## src/rtl/cache_pkg.sv

```systemverilog
package cache_pkg;

    localparam int OFS_W = 2;

    typedef enum logic [1:0] {
        ST_IDLE  = 2'd0,
        ST_FILL  = 2'd1,
        ST_WRITE = 2'd2
    } ctl_st_e;

endpackage

```

## src/rtl/cache_lfsr.sv

```systemverilog
module cache_lfsr #(
    parameter int            LFSR_W = 8,
    parameter int            OUT_W  = 2,
    parameter logic [LFSR_W-1:0] TAPS = 8'hB8
) (
    input  logic              clk,
    input  logic              rst_n,
    output logic [OUT_W-1:0]  rnd
);
    logic [LFSR_W-1:0] lfsr_d, lfsr_q;

    always_comb begin
        lfsr_d = {lfsr_q[LFSR_W-2:0], ^(lfsr_q & TAPS)};
    end

    always_ff @(posedge clk or negedge rst_n) begin
        if (!rst_n) lfsr_q <= LFSR_W'(1);
        else        lfsr_q <= lfsr_d;
    end

    assign rnd = lfsr_q[OUT_W-1:0];
endmodule

```

## src/rtl/cache_tag_cmp.sv

```systemverilog
module cache_tag_cmp #(
    parameter int WAYS  = 4,
    parameter int TAG_W = 27
) (
    input  logic [WAYS-1:0]            valid_row,
    input  logic [WAYS-1:0][TAG_W-1:0] tag_row,
    input  logic [TAG_W-1:0]           tag_in,
    output logic [WAYS-1:0]            hit_vec
);
    for (genvar w = 0; w < WAYS; w++) begin : g_way
        assign hit_vec[w] = valid_row[w] && (tag_row[w] == tag_in);
    end
endmodule

```

## src/rtl/cache_victim_sel.sv

```systemverilog
module cache_victim_sel #(
    parameter int WAYS  = 4,
    parameter int WAY_W = 2
) (
    input  logic [WAYS-1:0]  valid_row,
    input  logic [WAY_W-1:0] rnd,
    output logic [WAY_W-1:0] victim
);
    logic found;

    always_comb begin
        victim = rnd;
        found  = 1'b0;
        for (int w = 0; w < WAYS; w++) begin
            if (!valid_row[w] && !found) begin
                victim = WAY_W'(w);
                found  = 1'b1;
            end
        end
    end
endmodule

```

## src/rtl/cache_sa_wt.sv

```systemverilog
module cache_sa_wt #(
    parameter int ADDR_W = 32,
    parameter int DATA_W = 32,
    parameter int WAYS   = 4,
    parameter int SETS   = 8,
    parameter int LFSR_W = 8
) (
    input  logic              clk,
    input  logic              rst_n,
    input  logic              cpu_req,
    input  logic              cpu_we,
    input  logic [ADDR_W-1:0] cpu_addr,
    input  logic [DATA_W-1:0] cpu_wdata,
    output logic              cpu_ready,
    output logic [DATA_W-1:0] cpu_rdata,
    output logic              mem_req,
    output logic              mem_we,
    output logic [ADDR_W-1:0] mem_addr,
    output logic [DATA_W-1:0] mem_wdata,
    input  logic              mem_ready,
    input  logic [DATA_W-1:0] mem_rdata
);
    import cache_pkg::*;

    localparam int IDX_W   = $clog2(SETS);
    localparam int WAY_W   = $clog2(WAYS);
    localparam int TAG_W   = ADDR_W - IDX_W - OFS_W;
    localparam int WADDR_W = ADDR_W - OFS_W;

    typedef struct packed {
        ctl_st_e                                st;
        logic                                   rdy;
        logic [DATA_W-1:0]                      rdata;
        logic                                   mreq;
        logic                                   we;
        logic [WADDR_W-1:0]                     waddr;
        logic [DATA_W-1:0]                      wdata;
        logic [WAY_W-1:0]                       way;
        logic [SETS-1:0][WAYS-1:0]              valid;
        logic [SETS-1:0][WAYS-1:0][TAG_W-1:0]   tag;
        logic [SETS-1:0][WAYS-1:0][DATA_W-1:0]  data;
    } regs_t;

    regs_t q, d;

    logic [IDX_W-1:0]  req_idx, lat_idx;
    logic [TAG_W-1:0]  req_tag, lat_tag;
    logic [WAYS-1:0]   hit_vec;
    logic              hit_any;
    logic [WAY_W-1:0]  hit_way, victim, rnd;
    logic [DATA_W-1:0] hit_data;
    logic [OFS_W-1:0]  unused_ofs;

    assign req_idx    = cpu_addr[OFS_W +: IDX_W];
    assign req_tag    = cpu_addr[ADDR_W-1 -: TAG_W];
    assign lat_idx    = q.waddr[IDX_W-1:0];
    assign lat_tag    = q.waddr[WADDR_W-1 -: TAG_W];
    assign unused_ofs = cpu_addr[OFS_W-1:0];

    cache_lfsr #(.LFSR_W(LFSR_W), .OUT_W(WAY_W)) u_lfsr (
        .clk   (clk),
        .rst_n (rst_n),
        .rnd   (rnd)
    );

    cache_tag_cmp #(.WAYS(WAYS), .TAG_W(TAG_W)) u_cmp (
        .valid_row (q.valid[req_idx]),
        .tag_row   (q.tag[req_idx]),
        .tag_in    (req_tag),
        .hit_vec   (hit_vec)
    );

    cache_victim_sel #(.WAYS(WAYS), .WAY_W(WAY_W)) u_vic (
        .valid_row (q.valid[req_idx]),
        .rnd       (rnd),
        .victim    (victim)
    );

    always_comb begin
        hit_any  = |hit_vec;
        hit_way  = '0;
        hit_data = '0;
        for (int w = 0; w < WAYS; w++) begin
            if (hit_vec[w]) begin
                hit_way  = WAY_W'(w);
                hit_data = hit_data | q.data[req_idx][w];
            end
        end
    end

    always_comb begin
        d     = q;
        d.rdy = 1'b0;
        unique case (q.st)
            ST_IDLE: begin
                if (cpu_req) begin
                    d.waddr = cpu_addr[ADDR_W-1:OFS_W];
                    d.wdata = cpu_wdata;
                    d.we    = cpu_we;
                    if (cpu_we) begin
                        d.st   = ST_WRITE;
                        d.mreq = 1'b1;
                        if (hit_any) d.data[req_idx][hit_way] = cpu_wdata;
                    end else if (hit_any) begin
                        d.rdy   = 1'b1;
                        d.rdata = hit_data;
                    end else begin
                        d.st   = ST_FILL;
                        d.mreq = 1'b1;
                        d.way  = victim;
                    end
                end
            end
            ST_FILL: begin
                if (mem_ready) begin
                    d.valid[lat_idx][q.way] = 1'b1;
                    d.tag[lat_idx][q.way]   = lat_tag;
                    d.data[lat_idx][q.way]  = mem_rdata;
                    d.rdata = mem_rdata;
                    d.rdy   = 1'b1;
                    d.mreq  = 1'b0;
                    d.st    = ST_IDLE;
                end
            end
            ST_WRITE: begin
                if (mem_ready) begin
                    d.rdy  = 1'b1;
                    d.mreq = 1'b0;
                    d.st   = ST_IDLE;
                end
            end
            default: d.st = ST_IDLE;
        endcase
    end

    always_ff @(posedge clk or negedge rst_n) begin
        if (!rst_n) begin
            q    <= '0;
            q.st <= ST_IDLE;
        end else begin
            q <= d;
        end
    end

    assign cpu_ready = q.rdy;
    assign cpu_rdata = q.rdata;
    assign mem_req   = q.mreq;
    assign mem_we    = q.we;
    assign mem_addr  = {q.waddr, {OFS_W{1'b0}}};
    assign mem_wdata = q.wdata;
endmodule

```

## config.mk

```make
export PLATFORM = sky130hd
export DESIGN_NAME = cache_sa_wt
export DESIGN_NICKNAME = d
export VERILOG_FILES = /design/src/rtl/cache_pkg.sv /design/src/rtl/cache_lfsr.sv /design/src/rtl/cache_tag_cmp.sv /design/src/rtl/cache_victim_sel.sv /design/src/rtl/cache_sa_wt.sv
export SDC_FILE = /design/constraint.sdc
export NUM_CORES = 2
export LEC_CHECK = 0
export BUFFER_PORTS_ARGS = -buffer_cell sky130_fd_sc_hd__buf_4
export CORE_ASPECT_RATIO = 1.1
export CORE_MARGIN = 4
export CORE_UTILIZATION = 60
export DETAILED_ROUTE_END_ITERATION = 12
export GPL_TIMING_DRIVEN = 1
export PLACE_DENSITY = 0.77
export SYNTH_ARGS = -nofsm -noshare
export SYNTH_HDL_FRONTEND = slang
export SYNTH_SLANG_ARGS = --single-unit
```

## constraint.sdc

```tcl
create_clock -name clk -period 8.4 [get_ports clk]
set_input_delay 2.1 -clock clk [delete_from_list [all_inputs] [get_ports clk]]
set_output_delay 2.1 -clock clk [all_outputs]
set_load 0.02 [all_outputs]
```

== Yosys cells after proc, flatten, opt, wreduce, memory -nomap -nowiden ==
Index checks and enable logic that the tools add are counted.

* Flip-flop bits (word level): 2,029
* Output and inout bits: 99
* Word-level logic and storage cells: 196
* Bits of input ports: 101

* Bitwise operators: 6
* $lt $le $gt $ge: 8
* Reduce and logical (&&, ||, !) cells: 28
* Mux-type cells: 60
* Equal/unequal tests: 13

{| class="wikitable"
|+ Operators by type and width
! cell !! count
|-
| $mux W1024 || 4
|-
| $bwmux W1024 || 2
|-
| $pmux W1024 S2 || 1
|-
| $bwmux W864 || 1
|-
| $demux W128 S3 || 2
|-
| $bmux W128 S3 || 1
|-
| $mux W128 || 3
|-
| $bmux W108 S3 || 1
|-
| $demux W108 S3 || 1
|-
| $mux W108 || 2
|-
| $mux W32 || 6
|-
| $demux W32 S2 || 2
|-
| $or A32 B32 Y32 || 4
|-
| $eq A27 B27 Y1 || 4
|-
| $mux W101 || 1
|-
| $mux W33 || 2
|-
| $pmux W32 S2 || 1
|-
| $demux W27 S2 || 1
|-
| $mux W36 || 1
|-
| $mux W27 || 1
|-
| $mux W2 || 10
|-
| $reduce_and A5 Y1 || 3
|-
| $bmux W4 S3 || 1
|-
| $demux W4 S3 || 1
|-
| 24 further kinds || 59
|}

== Depth between registers and ports, before layout ==
* Word-level depth: 18
* Depth in mapped cells: 19
* Mapped depth without buffers: 9

== Hierarchy ==
A second synthesis with hierarchy kept.

* Cells, all modules: 9,464
* Area total of the unflattened synthesis: 101,549.9 µm²

{| class="wikitable"
|+ Modules (own cells, without submodules)
! module !! instances !! cells each !! seq. area each (µm²) !! area each (µm²)
|-
| cache_sa_wt || 1 || 9,274 || 50,573.5 || 99,810.7
|-
| cache_tag_cmp || 1 || 171 || 0.0 || 1,463.9
|-
| cache_lfsr || 1 || 13 || 201.4 || 242.7
|-
| cache_victim_sel || 1 || 6 || 0.0 || 32.5
|}

== Worst setup path after synthesis ==
Ideal clock, no wire load.

* Kind: input to register
* Start: in cpu_addr[2]
* End: reg q[776] (netlist bit)
* Path slack: 2.359 ns
* Required time: 8.275 ns
* Setup time: 0.125 ns
* Stages: 15
* Path buffers: 6
* Data arrival time: 5.916 ns
* Path through: buf_2 buf_6 buf_6 buf_6 mux4_2 mux2i_1 xnor2_1 nand3_1 or4b_1 or4_1 a41oi_4 buf_6 a2bb2oi_4 buf_4 mux2_2

* Longest elaborated chain between the ends: 18
* Elaborated cells on any way between the ends: 33
* Those cells by class: order compare: 4; eq/ne: 5; mux: 16; reduce/logical: 8

{| class="wikitable"
|+ Ends and longest elaborated chain
! item !! RTL line !! RTL
|-
| start: declaration || cache_sa_wt.sv:12 || <nowiki>input logic [ADDR_W-1:0] cpu_addr,</nowiki>
|-
| $bmux W108 S3 || cache_sa_wt.sv:68 || <nowiki>.tag_row (q.tag[req_idx]),</nowiki>
|-
| $mux W108 (implied by the code) || cache_sa_wt.sv:68 ||
|-
| $eq A27 B27 Y1 || cache_tag_cmp.sv:11 || <nowiki>assign hit_vec[w] = valid_row[w] && (tag_row[w] == tag_in);</nowiki>
|-
| $logic_and A1 B1 Y1 || cache_tag_cmp.sv:11 ||
|-
| $mux W1 || cache_sa_wt.sv:84 || <nowiki>if (hit_vec[w]) begin</nowiki>
|-
| $mux W2 (2 in a row) || cache_sa_wt.sv:84 ||
|-
| $lt A2 B3 Y1 (implied by the code) / $ge A2 B1 Y1 (equally long branches) || cache_sa_wt.sv:103 || <nowiki>if (hit_any) d.data[req_idx][hit_way] = cpu_wdata;</nowiki>
|-
| $logic_and A1 B1 Y1 (implied by the code) || cache_sa_wt.sv:103 ||
|-
| $mux W32 (implied by the code) || cache_sa_wt.sv:103 ||
|-
| $demux W32 S2 || cache_sa_wt.sv:103 ||
|-
| $mux W128 (implied by the code) || cache_sa_wt.sv:103 ||
|-
| $demux W128 S3 || cache_sa_wt.sv:103 ||
|-
| $bwmux W1024 || cache_sa_wt.sv:103 ||
|-
| $mux W1024 || cache_sa_wt.sv:103 ||
|-
| $mux W1024 || cache_sa_wt.sv:100 || <nowiki>if (cpu_we) begin</nowiki>
|-
| $mux W1024 || cache_sa_wt.sv:96 || <nowiki>if (cpu_req) begin</nowiki>
|-
| $pmux W1024 S2 || cache_sa_wt.sv:94 || <nowiki>unique case (q.st)</nowiki>
|-
| end: declaration || cache_sa_wt.sv:44 || <nowiki>regs_t q, d;</nowiki>
|}

Parallel ways exist; a longest one is shown, timed or not. The select of a mux whose other input is x is not followed.
A chain may end at the register's enable or synchronous reset.

== Final worst setup path ==
* Start: in cpu_addr[3]
* End: reg q (netlist bit cpu_rdata[25])

* Longest elaborated chain between the ends: 15
* Elaborated cells on any way between the ends: 28
* Those cells by class: eq/ne: 5; mux: 14; bitwise: 3; reduce/logical: 6

{| class="wikitable"
|+ Ends and longest elaborated chain
! item !! RTL line !! RTL
|-
| $bmux W108 S3 || cache_sa_wt.sv:68 ||
|-
| $mux W108 (implied by the code) || cache_sa_wt.sv:68 ||
|-
| $eq A27 B27 Y1 || cache_tag_cmp.sv:11 ||
|-
| $logic_and A1 B1 Y1 || cache_tag_cmp.sv:11 ||
|-
| $mux W32 || cache_sa_wt.sv:84 ||
|-
| $or A32 B32 Y32 || cache_sa_wt.sv:86 || <nowiki>hit_data = hit_data | q.data[req_idx][w];</nowiki>
|-
| $mux W32 || cache_sa_wt.sv:84 ||
|-
| $or A32 B32 Y32 || cache_sa_wt.sv:86 ||
|-
| $mux W32 || cache_sa_wt.sv:84 ||
|-
| $or A32 B32 Y32 || cache_sa_wt.sv:86 ||
|-
| $mux W32 || cache_sa_wt.sv:84 ||
|-
| $mux W33 || cache_sa_wt.sv:104 || <nowiki>end else if (hit_any) begin</nowiki>
|-
| $mux W33 || cache_sa_wt.sv:100 ||
|-
| $mux W101 || cache_sa_wt.sv:96 ||
|-
| $pmux W32 S2 || cache_sa_wt.sv:94 ||
|}

Parallel ways exist; a longest one is shown, timed or not. The select of a mux whose other input is x is not followed.

==> out/metrics.cfg <==
[critical_path]
rrSetupSlack_ns = 2.89
r2r-start = q[1716]
critPathSlowestCell = or4_2
crit_type = in2reg
cpLargestDelayFamily = compound AO/OA/AOI/OAI gates
r2r_cells = 10
startpoint_type = primary input
required_ns = 9.18
crit_top_cell = buf_4
critPathMaxFanout = 60
endpoint = cpu_rdata[25]
critical_path_depth = 12
regToRegEndpoint = cpu_rdata[25]
startpoint = cpu_addr[3]
cp.arrival_ns = 8.14
crit_path_end_kind = register
path_cells = buf_8, buf_4, mux4_2, mux2i_1, xor2_1, nor2b_1, nand4_1, or4_2, buf_4, o22ai_1, o21ai_0, a31oi_1
critical-path-max-stage-delay_ns = 0.97
critPathBufInv = 3

[detailed_routing]
drt-wirelength-per-cell_um = 37.53
route.detailed.drc = 0
ant_nets = 0
dr.pass1.iters = 8
vias = 81773
vias_per_cell = 7.813
routed_wirelength_mm = 392.8
drt-initial-drc-count = 12747

[clocking]
cts_tree = yes
cts-root-buf = clkbuf_16
cts.clk_slew.worst_paths_ns = 0.06
clock-sinks = 2029
htree_levels = 4
cts_setup_buffers = 0
cts_resized = 0
cts_buffers = 205
cts-hold-fix-buffers = 0
clkLatencyLatePin_ns = 0.88
cts_buffer_depth = 3

[min_path]
hold_class = reg2reg

[logic_synthesis]
yosys-top-cells-area = dfrtp_1, mux2_2, mux2_1
syn_avg_cell_area_sq_um = 12.26
synthCells = 8296
synth_top_area_share_pct = 49.91
yosys-top-cells-count = dfrtp_1, mux2_2, o22ai_1, clkbuf_1, mux2_1
synth-edff-count = 0
synth_seq_cells = 2029
synth-seq-area-share_pct = 49.94
synth_area_leader_cell = dfrtp_1
synth-main-ff-cell = dfrtp_1
async_flop_share_pct = 100.0
yosysMostFrequentCell = dfrtp_1
netlist_area_sq_um = 101700
yosysWarningCount = 0
synth_cell_types = 81

[global_route]
grt_pass1_vias = 83170
grt-busiest-layer = met2
grt_pass1_wl_mm = 567.7
grt_util_met2_pct = 62.31
grt-ovfl-total = 0
antenna_found_initial = 36
grt_use_total_pct = 43.77
use_met3_pct = 18.40
grt_max_degree = 156
gr-usage-met1_pct = 49.77

[pwr]
power.internal_mw = 18.35
power.switching_mw = 9.165
p_total_mw = 27.51
combinationalPowerShare_pct = 22.4
switching_share_pct = 33.31
ir_drop_mv = 0.2520
power_frac_seq_pct = 43.3
powerDensity_nw_per_um2 = 244.8
power.share.clock_pct = 34.3
p_leak_nw = 52.01

[floorplan]
die_w_um = 400.5
start_util_pct = 60.37
design.die.area_sq_um = 176100
boundaryPins = 200
coreArea_sq_um = 168400
num_rows = 158
die_y_um = 439.8

[sta]
maxSlewViolCount = 0
setup_tns_ns = 0
tightest_slew_ns = 1.407
rsz0062_at_grt = false
whs_ns = 0.3519
finalCritPeriodShare_pct = 87.64
clock_skew_ns = 0.03291
relSlewSlack_pct = 5.425
hold_viol = 0
finalWorstSetupSlack_ns = 1.038
setup_viol_count_final = 0
fin_crit_ns = 7.362
fmax_mhz = 135.8

[placed_design]
routabilityCongestion = 1.016
post-place-ws_ns = 0.8594
dp_hpwl_mm = 233.6
dp_cells = 10074
place.port_buffers = 195
placed_area_sq_um = 105500

[finish]
fin_cells = 10466
syn_to_final_growth_pct = 10.52
final_net_count = 8146
drive_gt1_share_pct = 30.73
seqCellArea_sq_um = 50770
nFillCells = 12108
postLayoutCoreUtil_pct = 66.72
multi_input_area_sq_um = 46860
post-route-cell-area_sq_um = 112400

[flow_run]
cap_violations = 0

[outcome]
status = finished clean

==> layer usage <==
metal | vias to the layer above | share of wire, %
li1 | 31120 | -
met1 | 41087 | 32
met4 | 16 | 11
met5 | - | 0.096
met2 | 7091 | 42
met3 | 2459 | 14
==> worst min-delay path by stage <==
stage                                 from                to  slack [ns]  cells past startpoint
after floorplan           u_lfsr.lfsr_q[2]  u_lfsr.lfsr_q[3]        0.33                      0
after global placement    u_lfsr.lfsr_q[6]  u_lfsr.lfsr_q[7]        0.34                      0
after detailed placement  u_lfsr.lfsr_q[6]  u_lfsr.lfsr_q[7]        0.34                      0
after CTS                 u_lfsr.lfsr_q[6]  u_lfsr.lfsr_q[7]        0.36                      0
after global routing      u_lfsr.lfsr_q[6]  u_lfsr.lfsr_q[7]        0.36                      0
final                     u_lfsr.lfsr_q[6]  u_lfsr.lfsr_q[7]        0.35                      0
==> placed cells by master, fill, tap and decap left out, types with 30 or more instances in the layout <==
| master | synthesis | layout |
|---|---|---|
| dfrtp_1 | 2028 | 2028 |
| mux2_2 | 1366 | 1366 |
| o22ai_1 | 850 | 836 |
| mux2_1 | 596 | 596 |
| buf_4 | 155 | 496 |
| nand2_1 | 361 | 346 |
| o32ai_1 | 224 | 224 |
| a22oi_1 | 210 | 210 |
| clkbuf_16 | 0 | 208 |
| mux2i_1 | 172 | 172 |
| a22o_1 | 161 | 161 |
| mux4_2 | 124 | 124 |
| nor2_1 | 144 | 118 |
| a221oi_1 | 112 | 112 |
| a31oi_1 | 87 | 87 |
| nor3_1 | 83 | 79 |
| buf_12 | 0 | 58 |
| clkbuf_8 | 0 | 52 |
| nor4_1 | 53 | 51 |
| a21oi_1 | 51 | 51 |
| nor2b_1 | 49 | 46 |
| a211oi_1 | 44 | 44 |
| xnor2_1 | 42 | 42 |
| clkbuf_1 | 711 | 41 |
| and2_1 | 39 | 37 |
| o21ai_0 | 37 | 36 |
| clkinv_2 | 0 | 36 |
| nand4_1 | 32 | 32 |
| o2bb2ai_1 | 32 | 32 |
| and3_1 | 33 | 31 |
| nand3_1 | 46 | 30 |
==> logic make-up (layout without fill, tap and decap cells) <==
logic type / Yosys count / count (layout) / share of synthesized area, %
other: 1 / 30 / 0.003688
AOI/OAI and AO/OA: 1952 / 1952 / 14.05
xor gates and xnor gates: 58 / 58 / 0.4996
buffers and inverters: 1041 / 942 / 4.703
adders and majority gates: 4 / 4 / 0.04922
muxes: 2258 / 2258 / 26.17
DFF: 2029 / 2029 / 49.94
and+or+nand+nor: 953 / 953 / 4.591
==> power groups by stage <==
| stage | Sequential, mW | Combinational, mW | Clock, mW |
|---|---|---|---|
| finish | 11.9 | 6.17 | 9.43 |
| global route | 12.0 | 6.37 | 9.83 |
| CTS | 11.9 | 5.94 | 9.40 |
| detailed placement | 12.0 | 5.90 | 0 |
| global placement | 11.9 | 5.75 | 0 |
| floorplan | 11.5 | 4.08 | 0 |
==> sequential cells by signal, summed over array words and instances (netlist names) <==
| register | flops |
|---|---|
| cpu_rdata | 32 |
| cpu_ready | 1 |
| mem_addr | 30 |
| mem_req | 1 |
| mem_wdata | 32 |
| mem_we | 1 |
| q | 1924 |
| u_lfsr.lfsr_q | 8 |
==> cell type report <==
class	instances	share of cell area, %
diodes	28	0.06235
clock buffers	301	5.406
clock inverters	63	0.6770
inverters	20	0.06681
multi-input cells	5227	41.70
flip-flops and latches	2029	45.18
well taps	2240	2.494
repair buffers	558	4.411
Note: power is estimated with default switching activity, not from simulation.
